## src/rtl/usart_pkg.sv

```systemverilog
package usart_pkg;

  localparam int DATA_W = 9;

  localparam logic [1:0] ADDR_DIV_LO = 2'd0;
  localparam logic [1:0] ADDR_SHARED = 2'd1;
  localparam logic [1:0] ADDR_EXT    = 2'd2;
  localparam logic [1:0] ADDR_TXDATA = 2'd3;

  typedef struct packed {
    logic       sync;
    logic       stop2;
    logic [2:0] size;
    logic       pol;
    logic       tx9;
  } cfg_t;

  typedef enum logic [2:0] {
    TX_IDLE, TX_WAIT, TX_START, TX_DATA, TX_STOP1, TX_STOP2
  } tx_state_t;

  typedef enum logic [1:0] {
    RX_IDLE, RX_START, RX_DATA, RX_STOP
  } rx_state_t;

  // Reserved codes fall back to eight bits.
  function automatic logic [3:0] data_len(input logic [2:0] code);
    case (code)
      3'b000:  data_len = 4'd5;
      3'b001:  data_len = 4'd6;
      3'b010:  data_len = 4'd7;
      3'b111:  data_len = 4'd9;
      default: data_len = 4'd8;
    endcase
  endfunction

endpackage

```

## src/rtl/usart_regs.sv

```systemverilog
module usart_regs import usart_pkg::*; #(
  parameter int DIV_W = 12
) (
  input  logic             clk,
  input  logic             rst_n,
  input  logic             wr_en,
  input  logic [1:0]       wr_addr,
  input  logic [7:0]       wr_data,
  output logic [DIV_W-1:0] div_o,
  output cfg_t             cfg_o,
  output logic             tx_start_o,
  output logic [7:0]       tx_byte_o
);

  localparam int HI_W = DIV_W - 8;

  logic [7:0]      div_lo_q, div_lo_d;
  logic [HI_W-1:0] div_hi_q, div_hi_d;
  cfg_t            cfg_q, cfg_d;

  wire unused_wr_bits = ^wr_data[5:4];

  always_comb begin
    div_lo_d = div_lo_q;
    div_hi_d = div_hi_q;
    cfg_d    = cfg_q;
    if (wr_en) begin
      case (wr_addr)
        ADDR_DIV_LO: div_lo_d = wr_data;
        ADDR_SHARED: begin
          if (wr_data[7]) begin
            cfg_d.sync      = wr_data[6];
            cfg_d.stop2     = wr_data[3];
            cfg_d.size[1:0] = wr_data[2:1];
            cfg_d.pol       = wr_data[0];
          end else begin
            div_hi_d = wr_data[HI_W-1:0];
          end
        end
        ADDR_EXT: begin
          cfg_d.size[2] = wr_data[2];
          cfg_d.tx9     = wr_data[0];
        end
        default: ;
      endcase
    end
  end

  always_ff @(posedge clk or negedge rst_n) begin
    if (!rst_n) begin
      div_lo_q <= '0;
      div_hi_q <= '0;
      cfg_q    <= '0;
    end else begin
      div_lo_q <= div_lo_d;
      div_hi_q <= div_hi_d;
      cfg_q    <= cfg_d;
    end
  end

  assign div_o      = {div_hi_q, div_lo_q};
  assign cfg_o      = cfg_q;
  assign tx_start_o = wr_en && (wr_addr == ADDR_TXDATA);
  assign tx_byte_o  = wr_data;

endmodule

```

## src/rtl/usart_baud.sv

```systemverilog
module usart_baud #(
  parameter int DIV_W = 12
) (
  input  logic             clk,
  input  logic             rst_n,
  input  logic             en,
  input  logic             clr,
  input  logic [DIV_W-1:0] div_i,
  output logic             tick_o
);

  logic [DIV_W-1:0] cnt_q, cnt_d;

  always_comb begin
    tick_o = en && (cnt_q == '0);
    if (clr)          cnt_d = div_i;
    else if (!en)     cnt_d = cnt_q;
    else if (tick_o)  cnt_d = div_i;
    else              cnt_d = cnt_q - DIV_W'(1);
  end

  always_ff @(posedge clk or negedge rst_n) begin
    if (!rst_n) cnt_q <= '0;
    else        cnt_q <= cnt_d;
  end

endmodule

```

## src/rtl/usart_tx.sv

```systemverilog
module usart_tx import usart_pkg::*; #(
  parameter int OVS = 16
) (
  input  logic       clk,
  input  logic       rst_n,
  input  logic       start_i,
  input  logic [7:0] byte_i,
  input  logic       ninth_i,
  input  logic [3:0] len_i,
  input  logic       stop2_i,
  input  logic       sync_i,
  input  logic       tick_i,
  input  logic       drive_i,
  output logic       bclr_o,
  output logic       tx_o,
  output logic       busy_o
);

  localparam int SUB_W = $clog2(OVS);
  localparam logic [SUB_W-1:0] SUB_LAST = SUB_W'(OVS - 1);

  tx_state_t         st_q, st_d;
  logic [DATA_W-1:0] sh_q, sh_d;
  logic [3:0]        cnt_q, cnt_d;
  logic [3:0]        len_q, len_d;
  logic              stop2_q, stop2_d;
  logic [SUB_W-1:0]  sub_q, sub_d;
  logic              tx_q, tx_d;
  logic              bit_end;

  always_comb begin
    st_d    = st_q;
    sh_d    = sh_q;
    cnt_d   = cnt_q;
    len_d   = len_q;
    stop2_d = stop2_q;
    sub_d   = sub_q;
    bclr_o  = 1'b0;
    bit_end = sync_i ? drive_i : (tick_i && (sub_q == SUB_LAST));

    if ((st_q != TX_IDLE) && !sync_i && tick_i)
      sub_d = (sub_q == SUB_LAST) ? '0 : sub_q + SUB_W'(1);

    case (st_q)
      TX_IDLE: begin
        if (start_i) begin
          sh_d    = {ninth_i, byte_i};
          len_d   = len_i;
          stop2_d = stop2_i;
          sub_d   = '0;
          bclr_o  = 1'b1;
          st_d    = sync_i ? TX_WAIT : TX_START;
        end
      end
      TX_WAIT: if (drive_i) st_d = TX_START;
      TX_START: begin
        if (bit_end) begin
          st_d  = TX_DATA;
          cnt_d = '0;
        end
      end
      TX_DATA: begin
        if (bit_end) begin
          sh_d  = sh_q >> 1;
          cnt_d = cnt_q + 4'd1;
          if (cnt_q == len_q - 4'd1) st_d = TX_STOP1;
        end
      end
      TX_STOP1: if (bit_end) st_d = stop2_q ? TX_STOP2 : TX_IDLE;
      TX_STOP2: if (bit_end) st_d = TX_IDLE;
      default:  st_d = TX_IDLE;
    endcase

    if (st_d == TX_START)     tx_d = 1'b0;
    else if (st_d == TX_DATA) tx_d = sh_d[0];
    else                      tx_d = 1'b1;
  end

  always_ff @(posedge clk or negedge rst_n) begin
    if (!rst_n) begin
      st_q    <= TX_IDLE;
      sh_q    <= '0;
      cnt_q   <= '0;
      len_q   <= 4'd5;
      stop2_q <= 1'b0;
      sub_q   <= '0;
      tx_q    <= 1'b1;
    end else begin
      st_q    <= st_d;
      sh_q    <= sh_d;
      cnt_q   <= cnt_d;
      len_q   <= len_d;
      stop2_q <= stop2_d;
      sub_q   <= sub_d;
      tx_q    <= tx_d;
    end
  end

  assign tx_o   = tx_q;
  assign busy_o = (st_q != TX_IDLE);

endmodule

```

## src/rtl/usart_rx.sv

```systemverilog
module usart_rx import usart_pkg::*; #(
  parameter int OVS = 16
) (
  input  logic       clk,
  input  logic       rst_n,
  input  logic       rx_i,
  input  logic       sync_i,
  input  logic [3:0] len_i,
  input  logic       tick_i,
  input  logic       samp_i,
  output logic       bclr_o,
  output logic       valid_o,
  output logic [7:0] data_o,
  output logic       bit9_o,
  output logic       ferr_o
);

  localparam int SUB_W = $clog2(OVS);
  localparam logic [SUB_W-1:0] SUB_LAST = SUB_W'(OVS - 1);
  localparam logic [SUB_W-1:0] SUB_MID  = SUB_W'(OVS / 2 - 1);

  rx_state_t         st_q, st_d;
  logic [DATA_W-1:0] sh_q, sh_d;
  logic [DATA_W-1:0] aligned;
  logic [3:0]        cnt_q, cnt_d;
  logic [SUB_W-1:0]  sub_q, sub_d;
  logic              s1_q, s2_q, s3_q;
  logic              valid_d, ferr_q, ferr_d, bit9_q, bit9_d;
  logic [7:0]        data_q, data_d;
  logic              samp;

  always_comb begin
    st_d    = st_q;
    sh_d    = sh_q;
    cnt_d   = cnt_q;
    sub_d   = sub_q;
    valid_d = 1'b0;
    ferr_d  = ferr_q;
    bit9_d  = bit9_q;
    data_d  = data_q;
    bclr_o  = 1'b0;
    samp    = sync_i ? samp_i : (tick_i && (sub_q == SUB_MID));
    aligned = sh_q >> (4'(DATA_W) - len_i);

    if ((st_q != RX_IDLE) && !sync_i && tick_i)
      sub_d = (sub_q == SUB_LAST) ? '0 : sub_q + SUB_W'(1);

    case (st_q)
      RX_IDLE: begin
        if (!sync_i) begin
          if (s3_q && !s2_q) begin
            st_d   = RX_START;
            sub_d  = '0;
            bclr_o = 1'b1;
          end
        end else if (samp_i && !s2_q) begin
          st_d  = RX_DATA;
          cnt_d = '0;
        end
      end
      RX_START: begin
        if (samp) begin
          st_d  = s2_q ? RX_IDLE : RX_DATA;
          cnt_d = '0;
        end
      end
      RX_DATA: begin
        if (samp) begin
          sh_d  = {s2_q, sh_q[DATA_W-1:1]};
          cnt_d = cnt_q + 4'd1;
          if (cnt_q == len_i - 4'd1) st_d = RX_STOP;
        end
      end
      RX_STOP: begin
        if (samp) begin
          st_d    = RX_IDLE;
          valid_d = 1'b1;
          ferr_d  = !s2_q;
          data_d  = aligned[7:0];
          bit9_d  = aligned[8];
        end
      end
      default: st_d = RX_IDLE;
    endcase
  end

  always_ff @(posedge clk or negedge rst_n) begin
    if (!rst_n) begin
      st_q    <= RX_IDLE;
      sh_q    <= '0;
      cnt_q   <= '0;
      sub_q   <= '0;
      s1_q    <= 1'b1;
      s2_q    <= 1'b1;
      s3_q    <= 1'b1;
      valid_o <= 1'b0;
      ferr_q  <= 1'b0;
      bit9_q  <= 1'b0;
      data_q  <= '0;
    end else begin
      st_q    <= st_d;
      sh_q    <= sh_d;
      cnt_q   <= cnt_d;
      sub_q   <= sub_d;
      s1_q    <= rx_i;
      s2_q    <= s1_q;
      s3_q    <= s2_q;
      valid_o <= valid_d;
      ferr_q  <= ferr_d;
      bit9_q  <= bit9_d;
      data_q  <= data_d;
    end
  end

  assign data_o = data_q;
  assign bit9_o = bit9_q;
  assign ferr_o = ferr_q;

endmodule

```

## src/rtl/usart_core.sv

```systemverilog
module usart_core import usart_pkg::*; #(
  parameter int DIV_W = 12,
  parameter int OVS   = 16
) (
  input  logic       clk,
  input  logic       rst_n,
  input  logic       wr_en,
  input  logic [1:0] wr_addr,
  input  logic [7:0] wr_data,
  input  logic       rx_i,
  output logic       tx_o,
  output logic       sclk_o,
  output logic       tx_busy,
  output logic       rx_valid,
  output logic [7:0] rx_data,
  output logic       rx_bit9,
  output logic       rx_frame_err
);

  cfg_t             cfg;
  logic [DIV_W-1:0] div;
  logic             tx_start;
  logic [7:0]       tx_byte;
  logic [3:0]       len;
  logic             tx_tick, tx_clr, rx_tick, rx_clr, sc_tick;
  logic             sclk_q, sclk_d;
  logic             rise_ev, fall_ev, drive_ev, samp_ev;
  logic             sync_mode, clk_pol;

  assign sync_mode = cfg.sync;
  assign clk_pol   = cfg.pol;
  assign len       = data_len(cfg.size);

  usart_regs #(.DIV_W(DIV_W)) i_regs (
    .clk(clk), .rst_n(rst_n), .wr_en(wr_en), .wr_addr(wr_addr),
    .wr_data(wr_data), .div_o(div), .cfg_o(cfg),
    .tx_start_o(tx_start), .tx_byte_o(tx_byte)
  );

  usart_baud #(.DIV_W(DIV_W)) i_tx_baud (
    .clk(clk), .rst_n(rst_n), .en(1'b1), .clr(tx_clr),
    .div_i(div), .tick_o(tx_tick)
  );

  usart_baud #(.DIV_W(DIV_W)) i_rx_baud (
    .clk(clk), .rst_n(rst_n), .en(1'b1), .clr(rx_clr),
    .div_i(div), .tick_o(rx_tick)
  );

  usart_baud #(.DIV_W(DIV_W)) i_sclk_baud (
    .clk(clk), .rst_n(rst_n), .en(sync_mode), .clr(!sync_mode),
    .div_i(div), .tick_o(sc_tick)
  );

  always_comb begin
    rise_ev  = sc_tick && !sclk_q;
    fall_ev  = sc_tick && sclk_q;
    drive_ev = clk_pol ? fall_ev : rise_ev;
    samp_ev  = clk_pol ? rise_ev : fall_ev;
    sclk_d   = sync_mode ? (sc_tick ? !sclk_q : sclk_q) : 1'b0;
  end

  always_ff @(posedge clk or negedge rst_n) begin
    if (!rst_n) sclk_q <= 1'b0;
    else        sclk_q <= sclk_d;
  end

  assign sclk_o = sclk_q;

  usart_tx #(.OVS(OVS)) i_tx (
    .clk(clk), .rst_n(rst_n), .start_i(tx_start), .byte_i(tx_byte),
    .ninth_i(cfg.tx9), .len_i(len), .stop2_i(cfg.stop2),
    .sync_i(sync_mode), .tick_i(tx_tick), .drive_i(drive_ev),
    .bclr_o(tx_clr), .tx_o(tx_o), .busy_o(tx_busy)
  );

  usart_rx #(.OVS(OVS)) i_rx (
    .clk(clk), .rst_n(rst_n), .rx_i(rx_i), .sync_i(sync_mode),
    .len_i(len), .tick_i(rx_tick), .samp_i(samp_ev),
    .bclr_o(rx_clr), .valid_o(rx_valid), .data_o(rx_data),
    .bit9_o(rx_bit9), .ferr_o(rx_frame_err)
  );

endmodule

```

## config.mk

```make
export PLATFORM = sky130hd
export DESIGN_NAME = usart_core
export DESIGN_NICKNAME = d
export VERILOG_FILES = /design/src/rtl/usart_pkg.sv /design/src/rtl/usart_regs.sv /design/src/rtl/usart_baud.sv /design/src/rtl/usart_tx.sv /design/src/rtl/usart_rx.sv /design/src/rtl/usart_core.sv
export SDC_FILE = /design/constraint.sdc
export NUM_CORES = 1
export LEC_CHECK = 0
export ABC_AREA = 1
export BUFFER_PORTS_ARGS = -buffer_cell sky130_fd_sc_hd__buf_2
export CAP_MARGIN = 15
export CORE_ASPECT_RATIO = 1.2
export CORE_MARGIN = 8
export CORE_UTILIZATION = 36
export DETAILED_ROUTE_END_ITERATION = 10
export GPL_TIMING_DRIVEN = 0
export HOLD_SLACK_MARGIN = 0.06
export SETUP_SLACK_MARGIN = 0.15
export SYNTH_ARGS = -nofsm -noshare
export SYNTH_HDL_FRONTEND = slang
export SYNTH_SLANG_ARGS = --single-unit
export TNS_END_PERCENT = 30
```

## constraint.sdc

```tcl
create_clock -name clk -period 2.1 [get_ports clk]
set_input_delay 0.315 -clock clk [delete_from_list [all_inputs] [get_ports clk]]
set_output_delay 0.315 -clock clk [all_outputs]
set_load 0.05 [all_outputs]
```

== Word level (Yosys, flattened, before mapping) ==
Cells that the tools add are included.

* Flip-flop bits (word level): 115
* Input bits: 14
* Logic and storage cells: 175
* Output and inout port bits: 14

* Shift-type cells: 1
* Bitwise gates (word level): 1
* Eq/ne operators: 33
* Muxes and demuxes: 61
* Add/subtract/negate cells: 10
* Reductions and logical operators: 38

{| class="wikitable"
|+ Operators by type and width
! kind !! count
|-
| $mux 12 || 6
|-
| $mux 4 || 15
|-
| $logic_not 12->1 || 3
|-
| $sub 12x1->12 const B || 3
|-
| $mux 3 || 8
|-
| $mux 2 || 9
|-
| $mux 9 || 2
|-
| $pmux 3 s6 || 1
|-
| $pmux 9 s2 || 1
|-
| $add 4x1->4 const B || 4
|-
| $pmux 4 s4 || 1
|-
| $eq 3x2->1 const B || 5
|-
| $mux 1 || 15
|-
| $ne 2x1->1 const B || 7
|-
| $logic_and 1x1->1 || 12
|-
| $pmux 4 s3 || 1
|-
| $reduce_and 3->1 || 4
|-
| $reduce_and 2->1 || 5
|-
| $eq 3x3->1 const B || 3
|-
| $shr 9x4->9 || 1
|-
| $eq 2x2->1 const B || 4
|-
| $eq 4x4->1 || 2
|-
| $eq 4x4->1 const B || 2
|-
| $pmux 2 s4 || 1
|-
| 16 further kinds || 29
|}

== Longest topological paths before layout ==
* Depth after elaboration: 10
* Mapped depth: 15
* Depth with buffers taken out: 15

== Hierarchy ==
A second synthesis with hierarchy kept.

* Cells, all modules: 975
* Area, all modules: 7158.1 µm²

{| class="wikitable"
|+ By module, submodules not included
! module !! cells an instance !! times used !! area an instance (µm²) !! sequential area each (µm²)
|-
| usart_rx || 254 || 1 || 1899.3 || 829.5
|-
| usart_baud at i_rx_baud ... || 144 || 2 || 940.9 || 300.3
|-
| usart_tx || 166 || 1 || 1456.4 || 654.4
|-
| usart_baud at i_sclk_baud || 144 || 1 || 944.7 || 300.3
|-
| usart_regs || 99 || 1 || 855.8 || 475.5
|-
| usart_core || 24 || 1 || 120.1 || 25.0
|}

== Least setup slack after synthesis ==
Ideal clock, no wire load.

* Path kind: register -> register
* Start: register i_regs.cfg_q (netlist bit i_regs.cfg_o[2])
* End: register i_rx.st_q[1]
* Data required time: 1983 ps
* Period minus slack after synthesis: 1933 ps
* Arrival time: 1816 ps
* Path buffers: 0
* Stages on the path, launching flop included: 15
* Setup time: 117 ps
* Path slack: 167 ps
* Cells stage by stage: dfrtp_1 > nand2_1 > nand2_1 > nor2_1 > inv_1 > ha_1 > xnor2_1 > xor2_1 > nand4_1 > nor2_1 > nand2_1 > nand2_1 > nand3_1 > nand2_1 > nand2_1

* Cells in the longest elaborated chain, start to end: 6
* Elaborated cells on any way between the ends: 9
* Those cells by class: 1 x add/sub; 5 x eq/ne; 1 x mux; 2 x reduce/logical

{| class="wikitable"
|+ Ends and longest elaborated chain
! element !! RTL line !! text
|-
| start, declared || usart_regs.sv:19 || <nowiki>cfg_t cfg_q, cfg_d;</nowiki>
|-
| start signal, assigned || usart_regs.sv:57 || <nowiki>cfg_q <= cfg_d;</nowiki>
|-
| $eq 3x3->1, or another cell as far along || usart_pkg.sv:28 || <nowiki>case (code)</nowiki>
|-
| $pmux 4 s4 (*) || usart_pkg.sv:28 ||
|-
| $sub 4x1->4 (*) || usart_rx.sv:71 || <nowiki>if (cnt_q == len_i - 4'd1) st_d = RX_STOP;</nowiki>
|-
| $eq 4x4->1 (*) || usart_rx.sv:71 ||
|-
| $ne 2x1->1 (no line) (*) || -- ||
|-
| $reduce_and 6->1 (no line) (*) || -- ||
|-
| end signal, assigned || usart_rx.sv:101 || <nowiki>st_q <= st_d;</nowiki>
|-
| end, declared || usart_rx.sv:22 || <nowiki>rx_state_t st_q, st_d;</nowiki>
|}

Every way passes the cells marked *; elsewhere a longest branch is shown, timed or not.
A chain may end at the register's enable or synchronous reset.

== Final worst setup path ==
* Start: register i_tx_baud.cnt_q[0]
* End: register i_tx.sh_q[3]

* Cells in the longest elaborated chain, start to end: 5

{| class="wikitable"
|+ Ends and longest elaborated chain
! element !! RTL line !! text
|-
| start, declared || usart_baud.sv:12 || <nowiki>logic [DIV_W-1:0] cnt_q, cnt_d;</nowiki>
|-
| start signal, assigned || usart_baud.sv:24 || <nowiki>else cnt_q <= cnt_d;</nowiki>
|-
| $logic_not 12->1 || usart_baud.sv:15 || <nowiki>tick_o = en && (cnt_q == '0);</nowiki>
|-
| $logic_and 1x1->1 || usart_tx.sv:39 || <nowiki>bit_end = sync_i ? drive_i : (tick_i && (sub_q == SUB_LAST));</nowiki>
|-
| $mux 1 || usart_tx.sv:39 ||
|-
| $ne 2x1->1 (no line) || -- ||
|-
| $reduce_and 3->1 (no line) || -- ||
|-
| end signal, assigned || usart_tx.sv:82 || <nowiki>sh_q <= '0;</nowiki>
|-
| end signal, assigned || usart_tx.sv:90 || <nowiki>sh_q <= sh_d;</nowiki>
|-
| end, declared || usart_tx.sv:23 || <nowiki>logic [DATA_W-1:0] sh_q, sh_d;</nowiki>
|}

Every way passes these cells.

==> summary.md <==
| Metric | Value |
|---|---|
| Status | finished clean |
| Post-synth EDFFs | 0 |
| Crit path time final | 1930 ps |
| Max stage delay cell, worst path | dfrtp_1 |
| Antenna viol nets, final | 0 |
| Final Cell Area | 0.00758 mm² |
| Vias in the first global route | 4745 |
| Yosys warnings | 0 |
| Mapped Cells | 745 |
| Synth Flop Type | dfrtp_1 |
| Antenna violations before repair | 0 |
| Commonest non-fill, non-tap cell in the layout | nand2_1 |
| Fin crit share | 91.9% |
| Final WS setup | 170 ps |
| Reg clk slew, reported paths | 50 ps |
| # fillers | 1693 |
| Clock Tree Root | clkbuf_16 |
| # DRC | 0 |
| Nets@finish | 833 |
| Overall Global Routing Usage | 13.0% |
| Most frequent cells in the layout | nand2_1 (150), dfrtp_1 (109), inv_1 (93), o21ai_0 (61), nor2_1 (60) |
| Post-DP Area | 0.00667 mm² |
| FF-to-FF path depth | 11 |
| Worst skew pair latency | 420 ps |
| Wire per inst | 13.2 µm |
| Grt ovf | 0 |
| Final WL | 13700 µm |
| Initial core utilization | 36.8% |
| R2R Path End | i_tx.sh_q[3] |
| Drt first pass iters | 4 |
| Max_cap viols | 0 |
| R2R Path Start | i_tx_baud.cnt_q[0] |
| # rows | 52 |
| Top Usage Layer GRT | met2 |
| Critical path type | reg2reg |
| Diodes inserted | 0 |
| Hold crit path type | in2reg |
| Largest net degree at the start of global routing | 89 |
| Crit path arrival time | 2260 ps |
| Wire length of the first global-routing pass | 22800 µm |
| Critical path's top delay family | simple AND/OR/NAND/NOR gates |
| CTS tree | yes |
| Startpoint Class | flip-flop |
| RSZ-0062 raised after global routing | true |
| Worst R2R Setup Slack | 170 ps |
| Final Hold Fails | 0 |
| Clk buf depth | 2 |
| Net count after synthesis | 770 |
| Setup-failing EPs final | 0 |
| Worst hold start | wr_data[2] |
| Share of layout cells above drive strength 1 | 22.3% |
| Hold depth | 3 |
| Hold Path Sink | i_tx.sh_q[2] |
| Layout Cells excl Fill | 1037 |
| Area grow syn2layout | 21.7% |
| Worst slack at placement | -145 ps |
| Die Wd | 136 µm |
| I/O Pins | 28 |
| Vias per cell | 4.78 |
| Post-Syn Area | 0.00623 mm² |
| Max incr delay on CP | 380 ps |
| VDD IR-drop max | 0.686 mV |
| Iter 0 DRT Violations | 220 |
| Vias | 4954 |
| Worst Path Buf+Inv | 3 |
| Hold Slack | 127 ps |
| H-tree Lvls | 4 |
| Sequential area share after synthesis | 46.3% |
| Distinct cells, synth | 52 |
| CP cell instances | inv_2 -> ha_4 -> inv_2 -> nor2_4 -> nand3_4 -> nor2_4 -> nand4_4 -> nand2_8 -> buf_12 -> nand2_4 -> o221ai_1 |
| Leakage power | 0.00361 µW |
| Crit. End Element | flip-flop |
| Die ar. | 0.0218 mm² |
| Crit Path Max Fanout | 9 |
| Count of pins over their slew limit | 0 |
| I/O Buffers | 27 |
| Routability Congestion | 0.866 |
| Async set-reset flop share out of synthesis | 100% |
| Synth Register Bits | 115 |
| Avg Cell Area, Syn | 8.36 µm² |
| Die Y | 160 µm |
| CTS Buf Count | 17 |
| Post-route clock skew | 13.0 ps |
| Met3 GRT Util | 2.54% |
| Grt met1 use | 16.4% |
| M2 GR Usage | 20.8% |
| Slew @ Worst Pin | 564 ps |
| Placed insts | 989 |
| Clock Sinks | 115 |
| Worst slew margin | 62.4% |
| Final core occ | 44.8% |
| HPWL after DPL | 9950 µm |
| Fmax | 518 MHz |
| WP data required | 2430 ps |
| CORE AREA | 0.0169 mm² |
| PD cells | 1320 mW/mm² |
[tightest hold or removal path: stages]
cell,delay [ps]
buf_2,90
nand2_1,50
o221ai_1,60
[flip-flops by register name (all words and copies together), names as in the netlist, 7 cells and up]
signal             cells
i_regs.cfg_o           7
i_regs.div_lo_q        8
i_rx.data_o            8
i_rx.sh_q              9
i_rx_baud.cnt_q       12
i_sclk_baud.cnt_q     12
i_tx.sh_q              9
i_tx_baud.cnt_q       12
[report_power, final]
part / switching (µW) / leakage (µW) / internal [µW]
registers: 540 / 0.00145 / 2940
logic: 2230 / 0.00186 / 1280
clock network: 985 / 0.000305 / 2010
[cell usage after synthesis, types with 2 or more instances]
master | count | area (µm²)
a21oi_1 | 22 | 110
a21oi_2 | 4 | 35.0
a31oi_1 | 4 | 25.0
buf_2 | 5 | 25.0
buf_6 | 3 | 33.8
clkbuf_1 | 2 | 7.51
clkinv_2 | 2 | 10.0
dfrtp_1 | 109 | 2730
dfstp_2 | 6 | 158
ha_1 | 11 | 138
inv_1 | 98 | 368
inv_2 | 8 | 30.0
nand2_1 | 155 | 582
nand2_2 | 12 | 75.1
nand2_4 | 6 | 67.6
nand3_1 | 29 | 145
nand3_2 | 6 | 60.1
nand3b_1 | 3 | 22.5
nand4_1 | 11 | 68.8
nand4_2 | 2 | 25.0
nor2_1 | 65 | 244
nor2_2 | 7 | 43.8
nor2_4 | 8 | 90.1
nor3_1 | 13 | 65.1
nor4_2 | 2 | 25.0
o211ai_1 | 6 | 45.0
o21ai_0 | 66 | 330
o21ai_1 | 10 | 50.1
o21ai_2 | 8 | 70.1
o21bai_1 | 2 | 15.0
o221ai_1 | 7 | 61.3
o31ai_1 | 4 | 30.0
or2_2 | 2 | 12.5
xnor2_1 | 9 | 78.8
xor2_1 | 21 | 184
[kinds of logic after synthesis]
group | count (synthesis) | share of synthesized area [%]
xor gates and xnor gates | 30 | 4.22
DFF | 115 | 46.3
buffers and inverters | 119 | 7.73
muxes | 2 | 0.341
AOI/OAI and AO/OA | 142 | 13.7
and+or+nand+nor | 326 | 25.5
adders and majority gates | 11 | 2.21
[worst max-delay path by stage]
stage,startpoint,end,slack (ps),cells past startpoint
finish,i_tx_baud.cnt_q[0],i_tx.sh_q[3],170,11
global route,i_tx_baud.cnt_q[0],i_tx.tx_o,30,13
CTS,i_tx_baud.cnt_q[0],i_tx_baud.cnt_q[10],100,13
detailed placement,i_regs.cfg_o[2],i_rx.st_q[1],-140,14
global placement,rst_n,i_rx.ferr_o,-800,1
floorplan,i_regs.cfg_o[2],i_rx.st_q[1],170,14
[area by class of cell]
class / instances / area (µm²) / share of cell area, %
clock buffer: 23 / 498 / 6.57
sequential: 115 / 2890 / 38.1
buffer: 11 / 80.1 / 1.06
inverter: 108 / 413 / 5.45
clock inverter: 9 / 125 / 1.65
timing repair buffer: 43 / 303 / 3.99
multi-input combinational: 512 / 3010 / 39.7
tap: 216 / 270 / 3.56
[metrics by stage]
stage | setup TNS (ps) | total power (µW)
final | 0 | 9990
after global placement | -87340 | 6680
after detailed placement | -820 | 6740
after CTS | 0 | 9860
after floorplan | 0 | 5990
after global routing | 0 | 10700
[what timing repair did]
| item | in CTS | in global routing |
|---|---|---|
| endpoints found under the hold margin | 28 | 0 |
| hold buffers | 2 | 0 |
| pin swaps | 4 | 18 |
| endpoints found under the setup margin | 26 | 60 |
| gates resized for setup | 7 | 36 |
| buffers inserted | 4 | 9 |
| gates cloned | 0 | 1 |
[metal layers]
layer  share of wire (%)  up-vias  wire [µm]
met4                 1.5        0        211
met3                 2.1       16        295
met5                   0        -          0
met1                  47     2311       6450
li1                    -     2568          -
met2                  49       59       6770
Power figures use the tool's default switching activity.
